--- config.mk ---
export PLATFORM = sky130hd
export DESIGN_NAME = qdac_cmd_ctrl
export DESIGN_NICKNAME = d
export VERILOG_FILES = /design/src/rtl/qdac_pkg.sv /design/src/rtl/qdac_spi_rx.sv /design/src/rtl/qdac_decode.sv /design/src/rtl/qdac_chan.sv /design/src/rtl/qdac_cmd_ctrl.sv
export SDC_FILE = /design/constraint.sdc
export NUM_CORES = 1
export LEC_CHECK = 0
export CAP_MARGIN = 20
export CORE_MARGIN = 3
export CORE_UTILIZATION = 40
export CTS_CLUSTER_SIZE = 8
export DETAILED_ROUTE_END_ITERATION = 10
export PLACE_DENSITY = 0.65
export SYNTH_ARGS = -nofsm -noshare
export SYNTH_HDL_FRONTEND = slang
export SYNTH_SLANG_ARGS = --single-unit
--- constraint.sdc ---
create_clock -name clk -period 2.2 [get_ports clk]
set_input_delay 0.44 -clock clk [delete_from_list [all_inputs] [get_ports clk]]
set_output_delay 0.44 -clock clk [all_outputs]
set_load 0.05 [all_outputs]
--- src/rtl/qdac_pkg.sv ---
// Package: shared constants and types for the quad DAC command controller.
// Assumes a fixed four-channel device and a 24-bit frame layout.
package qdac_pkg;
    localparam int FRAME_BITS = 24;
    localparam int WORD_BITS  = 16;
    localparam int CHANNELS   = 4;
    localparam logic [3:0] SEL_ALL = 4'hF;

    typedef enum logic [3:0] {
        OP_LOAD        = 4'h0,
        OP_COMMIT      = 4'h1,
        OP_LOAD_ALLGO  = 4'h2,
        OP_LOAD_COMMIT = 4'h3,
        OP_SLEEP       = 4'h4,
        OP_SLEEP_CHIP  = 4'h5,
        OP_REF_ON      = 4'h6,
        OP_REF_OFF     = 4'h7,
        OP_IDLE        = 4'hF
    } op_e;

    typedef struct packed {
        logic [3:0]           op;
        logic [3:0]           sel;
        logic [WORD_BITS-1:0] data;
    } frame_t;
endpackage

--- src/rtl/qdac_spi_rx.sv ---
// Module: serial frame receiver. Oversamples SCK, CS_N and MOSI with
// two-flop synchronisers, shifts on SCK rising while selected, and
// emits a one-cycle frame_vld_o on CS_N rising when exactly
// FRAME_BITS bits arrived. Assumes SCK is slower than clk/4.
module qdac_spi_rx
    import qdac_pkg::*;
#(
    parameter int NBITS = FRAME_BITS
) (
    input  logic   clk,
    input  logic   rst_n,
    input  logic   sck,
    input  logic   cs_n,
    input  logic   mosi,
    output logic   frame_vld_o,
    output frame_t frame_o
);
    localparam int CW  = $clog2(NBITS + 2);
    localparam int SAT = NBITS + 1;

    logic [2:0]       sck_q;
    logic [2:0]       cs_q;
    logic [1:0]       mosi_q;
    logic [NBITS-1:0] shreg;
    logic [CW-1:0]    bit_cnt;
    logic             sck_rise;
    logic             cs_rise;
    logic             selected;

    assign sck_rise = sck_q[1] & ~sck_q[2];
    assign cs_rise  = cs_q[1] & ~cs_q[2];
    assign selected = ~cs_q[1];

    // Synchronise the serial pins and keep one extra stage for edges.
    always_ff @(posedge clk) begin
        if (!rst_n) begin
            sck_q  <= '0;
            cs_q   <= '1;
            mosi_q <= '0;
        end else begin
            sck_q  <= {sck_q[1:0], sck};
            cs_q   <= {cs_q[1:0], cs_n};
            mosi_q <= {mosi_q[0], mosi};
        end
    end

    // Shift data MSB first and count bits, saturating past a full frame.
    always_ff @(posedge clk) begin
        if (!rst_n) begin
            shreg   <= '0;
            bit_cnt <= '0;
        end else if (!selected) begin
            bit_cnt <= '0;
        end else if (sck_rise) begin
            shreg <= {shreg[NBITS-2:0], mosi_q[1]};
            if (bit_cnt != CW'(SAT)) begin
                bit_cnt <= bit_cnt + 1'b1;
            end
        end
    end

    // Release a frame only on deselect after an exact bit count.
    always_ff @(posedge clk) begin
        if (!rst_n) begin
            frame_vld_o <= 1'b0;
            frame_o     <= '0;
        end else begin
            frame_vld_o <= cs_rise && (bit_cnt == CW'(NBITS));
            if (cs_rise) begin
                frame_o <= frame_t'(shreg);
            end
        end
    end
endmodule

--- src/rtl/qdac_decode.sv ---
// Module: operation decoder. Turns a valid frame into per-channel
// load, commit and sleep strobes plus reference on/off strobes.
// An unknown operation or selector voids the whole frame.
module qdac_decode
    import qdac_pkg::*;
#(
    parameter int NCH = CHANNELS
) (
    input  logic           frame_vld,
    input  frame_t         frame,
    output logic [NCH-1:0] load_o,
    output logic [NCH-1:0] commit_o,
    output logic [NCH-1:0] sleep_o,
    output logic           ref_on_o,
    output logic           ref_off_o
);
    logic [NCH-1:0] hit;
    logic sel_ok, known;
    logic f_load, f_commit, f_commit_all, f_sleep, f_sleep_all, f_ref_on, f_ref_off;
    logic go;

    // Map the selector to a channel mask.
    for (genvar g = 0; g < NCH; g++) begin : g_hit
        assign hit[g] = (frame.sel == SEL_ALL) || (frame.sel == 4'(g));
    end
    assign sel_ok = (frame.sel == SEL_ALL) || (frame.sel < 4'(NCH));

    // Classify the operation code into action flags.
    always_comb begin
        known = 1'b1;
        f_load = 1'b0; f_commit = 1'b0; f_commit_all = 1'b0;
        f_sleep = 1'b0; f_sleep_all = 1'b0; f_ref_on = 1'b0; f_ref_off = 1'b0;
        case (frame.op)
            OP_LOAD:        f_load = 1'b1;
            OP_COMMIT:      f_commit = 1'b1;
            OP_LOAD_ALLGO:  begin f_load = 1'b1; f_commit_all = 1'b1; end
            OP_LOAD_COMMIT: begin f_load = 1'b1; f_commit = 1'b1; end
            OP_SLEEP:       f_sleep = 1'b1;
            OP_SLEEP_CHIP:  begin f_sleep_all = 1'b1; f_ref_off = 1'b1; end
            OP_REF_ON:      f_ref_on = 1'b1;
            OP_REF_OFF:     f_ref_off = 1'b1;
            OP_IDLE:        known = 1'b1;
            default:        known = 1'b0;
        endcase
    end

    assign go = frame_vld && sel_ok && known;

    // Gate the flags into per-channel strobes.
    for (genvar g = 0; g < NCH; g++) begin : g_strobe
        assign load_o[g]   = go && f_load && hit[g];
        assign commit_o[g] = go && (f_commit_all || (f_commit && hit[g]));
        assign sleep_o[g]  = go && (f_sleep_all || (f_sleep && hit[g]));
    end
    assign ref_on_o  = go && f_ref_on;
    assign ref_off_o = go && f_ref_off;
endmodule

--- src/rtl/qdac_chan.sv ---
// Module: one channel's staging/live register pair and power flag.
// A commit copies the post-load staging value and wakes the channel;
// commit wins over sleep. Reset value chosen by reset_mid.
module qdac_chan #(
    parameter int RES = 12
) (
    input  logic           clk,
    input  logic           rst_n,
    input  logic           reset_mid,
    input  logic           load,
    input  logic           commit,
    input  logic           sleep,
    input  logic [RES-1:0] data,
    output logic [RES-1:0] code_o,
    output logic           pd_o
);
    localparam logic [RES-1:0] MID = {1'b1, {(RES-1){1'b0}}};

    logic [RES-1:0] stage_q;
    logic [RES-1:0] stage_nxt;

    assign stage_nxt = load ? data : stage_q;

    // Hold staging and live codes; live follows staging on commit.
    always_ff @(posedge clk) begin
        if (!rst_n) begin
            stage_q <= reset_mid ? MID : '0;
            code_o  <= reset_mid ? MID : '0;
        end else begin
            stage_q <= stage_nxt;
            if (commit) begin
                code_o <= stage_nxt;
            end
        end
    end

    // Track power-down: commit wakes, sleep powers down.
    always_ff @(posedge clk) begin
        if (!rst_n) begin
            pd_o <= 1'b0;
        end else if (commit) begin
            pd_o <= 1'b0;
        end else if (sleep) begin
            pd_o <= 1'b1;
        end
    end
endmodule

--- src/rtl/qdac_cmd_ctrl.sv ---
// Module: top of the quad DAC command controller. Receives serial
// frames, decodes them and drives four channel register pairs and the
// reference enable. RES is 12 or 16; data is taken left-justified.
module qdac_cmd_ctrl
    import qdac_pkg::*;
#(
    parameter int RES = 12
) (
    input  logic                  clk,
    input  logic                  rst_n,
    input  logic                  reset_mid,
    input  logic                  spi_sck,
    input  logic                  spi_cs_n,
    input  logic                  spi_mosi,
    output logic [CHANNELS*RES-1:0] dac_code_o,
    output logic [CHANNELS-1:0]   pd_o,
    output logic                  ref_en_o
);
    logic                frm_vld;
    frame_t              frm;
    logic [CHANNELS-1:0] load, commit, sleep;
    logic                ref_on, ref_off;
    logic [RES-1:0]      code_word;

    assign code_word = frm.data[WORD_BITS-1 -: RES];

    qdac_spi_rx #(.NBITS(FRAME_BITS)) u_rx (
        .clk         (clk),
        .rst_n       (rst_n),
        .sck         (spi_sck),
        .cs_n        (spi_cs_n),
        .mosi        (spi_mosi),
        .frame_vld_o (frm_vld),
        .frame_o     (frm)
    );

    qdac_decode #(.NCH(CHANNELS)) u_dec (
        .frame_vld (frm_vld),
        .frame     (frm),
        .load_o    (load),
        .commit_o  (commit),
        .sleep_o   (sleep),
        .ref_on_o  (ref_on),
        .ref_off_o (ref_off)
    );

    for (genvar g = 0; g < CHANNELS; g++) begin : g_ch
        qdac_chan #(.RES(RES)) u_ch (
            .clk       (clk),
            .rst_n     (rst_n),
            .reset_mid (reset_mid),
            .load      (load[g]),
            .commit    (commit[g]),
            .sleep     (sleep[g]),
            .data      (code_word),
            .code_o    (dac_code_o[g*RES +: RES]),
            .pd_o      (pd_o[g])
        );
    end

    // Reference enable: on by default, switched by command.
    always_ff @(posedge clk) begin
        if (!rst_n) begin
            ref_en_o <= 1'b1;
        end else if (ref_on) begin
            ref_en_o <= 1'b1;
        end else if (ref_off) begin
            ref_en_o <= 1'b0;
        end
    end
endmodule

# After elaboration in Yosys (flattened, before gate mapping)

Index checks and enable logic that the tools add are counted.

Register bits after elaboration: 163
Latch bits: 0
RAM bits: 0
Bits in read-only memories: 0
Output and inout bits: 53
Logic and storage cells: 126
Memories kept: 0

Add/subtract/negate cells: 1
Multiply operators: 0
Div/mod/pow operators: 0
$lt $le $gt $ge: 1
Equality and inequality tests: 18
Shifts and indexed selects: 0
Muxes and demuxes: 25
Bitwise gates (word level): 6
Reduce and logical (&&, ||, !) cells: 53

Operator list:

| operator              | number |
|---|---|
| $mux W12              | 17 |
| $logic_and A1 B1 Y1   | 26 |
| $eq A4 B2 Y1 const B  | 4 |
| $eq A4 B3 Y1 const B  | 4 |
| $reduce_or A2 Y1      | 8 |
| $logic_or A1 B1 Y1    | 13 |
| $reduce_or A9 Y1      | 1 |
| $eq A4 B1 Y1 const B  | 2 |
| $eq A4 B4 Y1 const B  | 2 |
| $logic_not A4 Y1      | 2 |
| $mux W1               | 8 |
| $ne A2 B1 Y1 const B  | 4 |
| $add A5 B1 Y5 const B | 1 |
| $eq A5 B5 Y1 const B  | 1 |
| $ne A5 B5 Y1 const B  | 1 |
| $lt A4 B3 Y1 const B  | 1 |
| $not A1 Y1            | 4 |
| $reduce_and A2 Y1     | 2 |
| $reduce_or A3 Y1      | 1 |
| $and A1 B1 Y1         | 2 |

# Depth between registers and ports, before layout

Gate-level depths: netlist of the first run.

Depth after elaboration: 9
Mapped depth: 7

# Hierarchy

A second synthesis of the first run with hierarchy kept.

Cells, all modules: 525
Area, all modules: 5962.0 sq um

Modules (own cells, without submodules):

| module        | times used | cells each | area an instance (sq um) |
|---|---|---|---|
| qdac_chan     | 4          | 55         | 847.1 |
| qdac_spi_rx   | 1          | 264        | 2302.2 |
| qdac_decode   | 1          | 38         | 237.7 |
| qdac_cmd_ctrl | 1          | 3          | 33.8 |

# Worst setup path after synthesis of the first run

OpenSTA, ideal clock, no wires.

Path kind: flip-flop to flip-flop
Start point: register u_rx.frame_o[16] (netlist name)
End point: register g_ch[2].u_ch.code_o[0], enable pin
Setup time: 380 ps
Arrival: 1786 ps
Data required time: 1820 ps
Setup slack: 34 ps
Stages on the path, launching flop included: 5
Buffers on the path: 0
Period minus slack after synthesis: 2166 ps
Cell sequence: dfxtp_1 -> or4b_2 -> nand2_1 -> a21oi_1 -> nor2_1

Longest elaborated chain between the ends: 6
Elaborated cells on any way between the ends: 11

RTL lines:

| element                                                          | line                                 | text |
|---|---|---|
| start, declared                                                  | qdac_spi_rx.sv:16                    | `output frame_t frame_o` |
| start signal, assigned                                           | qdac_spi_rx.sv:70                    | `frame_o <= frame_t'(shreg);` |
| $lt A4 B3 Y1 (tied with other cells)                             | qdac_decode.sv:26                    | `assign sel_ok = (frame.sel == SEL_ALL) \|\| (frame.sel < 4'(NCH));` |
| $logic_or A1 B1 Y1, on equally long branches                     | qdac_decode.sv:26, qdac_decode.sv:24 |  |
| $logic_and A1 B1 Y1, on equally long branches                    | qdac_decode.sv:47, qdac_decode.sv:52 |  |
| $logic_and A1 B1 Y1 / $logic_or A1 B1 Y1 (equally long branches) | qdac_decode.sv:47, qdac_decode.sv:52 |  |
| $logic_and A1 B1 Y1 *                                            | qdac_decode.sv:52                    | `assign commit_o[g] = go && (f_commit_all \|\| (f_commit && hit[g]));` |
| $ne A2 B1 Y1 (no line) *                                         | -                                    |  |
| end signal, assigned                                             | qdac_chan.sv:28                      | `code_o <= reset_mid ? MID : '0;` |
| end signal, assigned                                             | qdac_chan.sv:32                      | `code_o <= stage_nxt;` |
| end, declared                                                    | qdac_chan.sv:14                      | `output logic [RES-1:0] code_o,` |

Mark *: on every way between the ends. The rest lies on a longest branch, timed or not.
A chain may end at the register's enable or synchronous reset.

# Worst setup path after layout of the first run

Start point: register u_rx.frame_o[16] (netlist name)
End point: register g_ch[0].u_ch.code_o[4], data pin

Longest elaborated chain between the ends: 9
Elaborated cells on any way between the ends: 12

RTL lines:

| element                                             | line                                 | text |
|---|---|---|
| $lt A4 B3 Y1 / $eq A4 B4 Y1 (equally long branches) | qdac_decode.sv:26, qdac_decode.sv:24 |  |
| $logic_or A1 B1 Y1                                  | qdac_decode.sv:26                    |  |
| $logic_and A1 B1 Y1 (2 in a row)                    | qdac_decode.sv:47                    | `assign go = frame_vld && sel_ok && known;` |
| $logic_and A1 B1 Y1                                 | qdac_decode.sv:51                    | `assign load_o[g] = go && f_load && hit[g];` |
| $logic_and A1 B1 Y1 *                               | qdac_decode.sv:51                    |  |
| $mux W12 *                                          | qdac_chan.sv:22                      | `assign stage_nxt = load ? data : stage_q;` |
| $mux W12 *                                          | qdac_chan.sv:31                      | `if (commit) begin` |
| $mux W12 *                                          | qdac_chan.sv:26                      | `if (!rst_n) begin` |
| end signal, assigned                                | qdac_chan.sv:28                      |  |
| end signal, assigned                                | qdac_chan.sv:32                      |  |
| end, declared                                       | qdac_chan.sv:14                      |  |

Mark *: on every way between the ends. The rest lies on a longest branch, timed or not. The select of a mux whose other input is x is not followed.

==> results.toml, run 1 <==
[final_layout]
stdcell_area_um2 = 7270
fin_util_pct = 51.4
fillers = 1250
layout_commonest_cell = "dfxtp_1"
syn2layout_area_growth_pct = 23.4
drive_gt1_share_pct = 8.72
layout_common_cells = "111 x dfxtp_1, 97 x nand2_1, 75 x a21boi_0"
fin_nets = 615
antenna_cells = 0

[worst_setup_path]
startpoint_type = "flip-flop"
worstPathRequired_ps = 2370
crit_start = "u_rx.frame_o[16]$_SDFFE_PN0P_"
path_cells = "or4_1, a2111o_1, buf_6, mux2i_2, nor2b_1"
critPathBufInv = 1
arrival_ps = 2240
critPathMaxStageDelay_ps = 560
cp-end-kind = "flip-flop"
critPathTopFamily = "simple AND/OR/NAND/NOR gates"
ff2ff_setup_slack_ps = 120
cp_max_fo = 11
slowest_stage = "or4_1"
r2r-start = "u_rx.frame_o[16]$_SDFFE_PN0P_"
path_class = "reg -> reg"

[floorplan]
die_h_um = 127
die_w_um = 127
core_area_um2 = 14100
start_util_pct = 41.6
num_rows = 43
dieArea_um2 = 16200
io_pins = 59

[global_route]
overflow = 0
grt_pass1_vias = 3996
track_usage_pct = 15.9
grt_max_degree = 100
antenna_found_initial = 0
grt_pass1_wl_um = 20300

[timing]
fin_tns_setup_ps = 0
maxSlewHeadroom_pct = 41.7
slew_violations = 0
period_needed_ps = 2080
hold_violations = 0
setup_viol = 0
max_freq_ghz = 0.482
grt_setup_unrepaired = "false"
fin_worst_skew_ps = 9.42
timing.final.crit_share_pct = 94.3
holdWs_ps = 373
worstMarginPinSlew_ps = 875

[outcome]
status = "complete, no violations"

[synthesis]
async_reset_ff_share_pct = 0
synth_seq_cells = 159
netlist_area_um2 = 5890
synth_edf_count = 48
synth_cell_types = 38
avgSynthCellArea_um2 = 10.7
yosysTopAreaCellShare_pct = 37.7
ys_seq_area_share_pct = 62.2
synthTopCellsByArea = "dfxtp_1 38%, edfxtp_1 24%, a21boi_0 9.6%"
synth_cells = 553
syn_nets = 562
yosys_warnings = 0
yosysTopAreaCell = "dfxtp_1"
synth_ff_type = "dfxtp_1"

[placed_design]
gp_congestion = 0.798
port-buffer-count = 58
dpl_cell_area_um2 = 6660
dpl.hpwl_um = 8060

[routing]
wl_um = 12200
drtAntennaViolNets = 0
drc_errors = 0
drt-initial-drc-count = 366
vias_per_cell = 5.06
wire_per_inst_um = 15.3
vias = 4043
drtPass1Iterations = 4

[clocking]
cts.sinks = 159
htreeDepth = 4
clk_transition_reported_paths_ps = 60
cts_setup_buffers = 0
root_buffer = "clkbuf_16"
cts_buffers = 17
insertion_delay_ps = 420
cts_tree = "built"
clock_path_buffers = 2

[pwr]
finalPower_uw = 6270
powerDensity_nw_per_um2 = 863
leakagePower_uw = 0.00252
peakVddDrop_v = 0.000501

[hold_path]
holdCritPathClass = "in -> reg"
min_from = "rst_n"

[job]
drv_cap = 0
per-layer routing:
layer  GRT usage [%]  up-vias  wire length [µm]
li1                -     2023                 -
met1            20.7     1917              5370
met2            25.8       98              6060
met3            4.14        5               694
met4            5.30        0                77
met5               0        -                 0
synthesized netlist by cell type, types with 3 or more instances:
library cell,number
ha_1,3
clkbuf_1,33
o21ai_0,36
o22a_1,4
nor2_1,10
nand2b_1,7
nand3_1,39
nor2b_1,16
a21boi_1,3
nand4_1,4
a31oi_1,4
buf_2,3
xor2_1,4
buf_4,4
a21boi_0,75
edfxtp_1,48
o21a_1,4
dfxtp_1,111
nand2_1,97
and2_1,7
a21oi_1,8
mux2i_1,12
inv_1,3
worst reg2reg max path: stages (launching register included):
cell and delay, ps:
dfxtp_1 340, or4_1 560, a2111o_1 480, buf_6 190, mux2i_2 190, nor2b_1 70
sequential cells by signal, summed over array words and instances, names as in the netlist:
signal             flops
g_ch.u_ch.code_o      48
g_ch.u_ch.pd_o         4
g_ch.u_ch.stage_q     48
ref_en_o               1
u_rx.bit_cnt           5
u_rx.cs_q              3
u_rx.frame_o          20
u_rx.frame_vld_o       1
u_rx.mosi_q            2
u_rx.sck_q             3
u_rx.shreg            24
metrics by stage:
stage / instances / setup WS [ps]
global placement: 767 / 174
finish: 799 / 125
CTS: 799 / 81.6
floorplan: 553 / 33.5
detailed placement: 767 / 92.1
global route: 799 / 29.5
layout make-up:
cell class	count	area (µm²)	share of cell area, %
clock inverters	14	168	2.31
well taps	180	225	3.10
repair buffers	75	732	10.1
inverters	3	11.3	0.155
flip-flops and latches	159	3660	50.4
clock buffers	18	429	5.90
multi-input cells	350	2040	28.1
path summary, 6_finish.rpt:
path | end | cells after the start
hold / removal | ref_en_o$_SDFFE_PP1P_ | 2
hold reg to reg | u_rx.cs_q[1]$_SDFF_PN1_ | 1
setup reg to reg | g_ch[0].u_ch.code_o[4]$_DFFE_PP_ | 5
setup / recovery | g_ch[0].u_ch.code_o[4]$_DFFE_PP_ | 5
kinds of logic (layout without fill, tap and decap cells):
logic type	Yosys count	count (layout)	synth area share, %
XOR/XNOR	5	5	0.743
multiplexers	12	12	2.04
AO/OA/AOI/OAI	137	137	15.7
buffers and inverters	44	110	3.25
flip-flops	159	159	62.2
adder cells (fa/ha/maj)	3	3	0.637
AND/OR/NAND/NOR	193	193	15.5
where the power goes:
group | total, µW | internal, µW | switching, µW
registers | 3070 | 3060 | 14.4
logic | 277 | 95.1 | 182
clock network | 2930 | 1780 | 1150
total | 6270 | 4930 | 1340
timing repair:
| action | 4_1_cts | 5_1_grt |
|---|---|---|
| hold endpoints to repair | 0 | 0 |
| resized for setup | 0 | 2 |
| endpoints found under the setup margin | 0 | 2 |
| hold buffers | 0 | 0 |
No activity file was read; power rests on OpenSTA's default activity.
==> run 2: changes to the inputs <==
--- a/config.mk
+++ b/config.mk
@@ -7,6 +7,7 @@
 export LEC_CHECK = 0
 export CAP_MARGIN = 20
-export CORE_MARGIN = 3
+export CORE_MARGIN = 1.5
 export CORE_UTILIZATION = 40
+export CTS_BUF_LIST = sky130_fd_sc_hd__clkbuf_16
 export CTS_CLUSTER_SIZE = 8
 export DETAILED_ROUTE_END_ITERATION = 10
==> constraint.sdc (replaced) <==
create_clock -name clk -period 2.2 [get_ports clk]
set_input_delay 0.22 -clock clk [delete_from_list [all_inputs] [get_ports clk]]
set_output_delay 0.22 -clock clk [all_outputs]
set_load 0.05 [all_outputs]
==> run 2 against run 1 <==
Setup slack about the same. Largest cell class unchanged. Sequential cell count unchanged. Largest power group unchanged. Final cell count up 0.75%. Hold slack worse by 230 ps. Critical endpoint is now g_ch[0].u_ch.code_o[2]$_DFFE_PP_. Critical path type unchanged. Routed wire length down 4.1%.
==> results.toml, run 2 (same netlist as run 1, synthesis figures left out) <==
[worst_setup_path]
startpoint_type = "flip-flop"
cp-end-kind = "flip-flop"
arrival_ps = 2240
cp_max_fo = 12
path_class = "reg -> reg"
worstPathRequired_ps = 2360

[clocking]
hold_buffers = 0
cts_buffers = 17
htreeDepth = 4
ctsResizeCount = 0
cts_tree = "built"
root_buffer = "clkbuf_16"
clock_path_buffers = 2
clk_transition_reported_paths_ps = 60
cts_setup_buffers = 0
cts.sinks = 159
insertion_delay_ps = 420

[global_route]
track_usage_pct = 15.7
grt_max_degree = 77
antenna_found_initial = 0
overflow = 0
grt_pass1_vias = 3894
grt_pass1_wl_um = 19300

[floorplan]
die_w_um = 124
num_rows = 44
dieArea_um2 = 15500
io_pins = 59
die_h_um = 124
core_area_um2 = 14500
start_util_pct = 40.7

[timing]
max_freq_ghz = 0.482
slew_violations = 0
worstMarginPinSlew_ps = 715
timing.final.crit_share_pct = 94.4
setup_viol = 0
hold_violations = 0
grt_setup_unrepaired = "false"
period_needed_ps = 2080
fin_tns_setup_ps = 0
fin_worst_skew_ps = 7.19
maxSlewHeadroom_pct = 52.3

[pwr]
finalPower_uw = 6140
powerDensity_nw_per_um2 = 848
leakagePower_uw = 0.00256
peakVddDrop_v = 0.000546

[outcome]
status = "complete, no violations"

[routing]
drt-initial-drc-count = 373
drtPass1Iterations = 5
wl_um = 11700
drc_errors = 0
vias_per_cell = 4.98
drtAntennaViolNets = 0
vias = 4006
wire_per_inst_um = 14.5

[hold_path]
holdCritPathClass = "in -> reg"

[final_layout]
layout_commonest_cell = "dfxtp_1"
layout_common_cells = "111 x dfxtp_1, 97 x nand2_1, 75 x a21boi_0"
fin_nets = 617
drive_gt1_share_pct = 7.73
syn2layout_area_growth_pct = 22.9
fin_util_pct = 50.0
top_regs = "g_ch.u_ch.code_o: 48 flops, g_ch.u_ch.stage_q: 48 flops, u_rx.shreg: 24 flops"
antenna_cells = 0

[job]
drv_cap = 0

[placed_design]
port-buffer-count = 58
dpl.hpwl_um = 7820
gp_congestion = 0.765
-- run 2: metrics by stage --
stage                     hold slack, ps  instances  worst slack, ps  area, µm²
final                                142        805              124       7240
after global routing                 139        805             7.87       7240
after CTS                            134        805              113       7240
after detailed placement             391        773              127       6670
after global placement               390        773              156       6670
after floorplan                      321        553             33.5       5890
-- run 2: worst max-delay path: stages (launching register included) --
cell and delay (ps):
dfxtp_1 340, or4_1 560, a2111o_1 430, buf_4 210
mux2i_1 190, nor2b_1 90
-- run 2: power by group --
group / switching, µW / internal, µW
Clock: 1050 / 1740
Combinational: 180 / 93.8
Sequential: 13.2 / 3060
Total: 1240 / 4890
-- run 2: path summary, 6_finish.rpt --
path	from	end	slack (ps)	depth (start not counted)
max reg2reg	u_rx.frame_o[16]$_SDFFE_PN0P_	g_ch[0].u_ch.code_o[2]$_DFFE_PP_	120	5
min	rst_n	ref_en_o$_SDFFE_PP1P_	140	2
max	u_rx.frame_o[16]$_SDFFE_PN0P_	g_ch[0].u_ch.code_o[2]$_DFFE_PP_	120	5
min reg2reg	u_rx.cs_q[0]$_SDFF_PN1_	u_rx.cs_q[1]$_SDFF_PN1_	420	1
-- run 2: area by class of cell --
cell class	instances	area, µm²
Fill cell	1257	7240
Inverter	3	11.3
Clock buffer	17	425
Timing Repair Buffer	77	731
Sequential cell	159	3660
Multi-Input combinational cell	350	2040
Tap cell	184	230
Clock inverter	15	143
-- run 2: layer usage --
| layer | GRT usage (%) | part of all wire [%] | routed length [µm] |
|---|---|---|---|
| met5 | 0 | 0 | 0 |
| met4 | 6.90 | 1.5 | 172 |
| met3 | 3.52 | 4.4 | 510 |
| met2 | 26.0 | 50 | 5870 |
| met1 | 19.8 | 44 | 5140 |
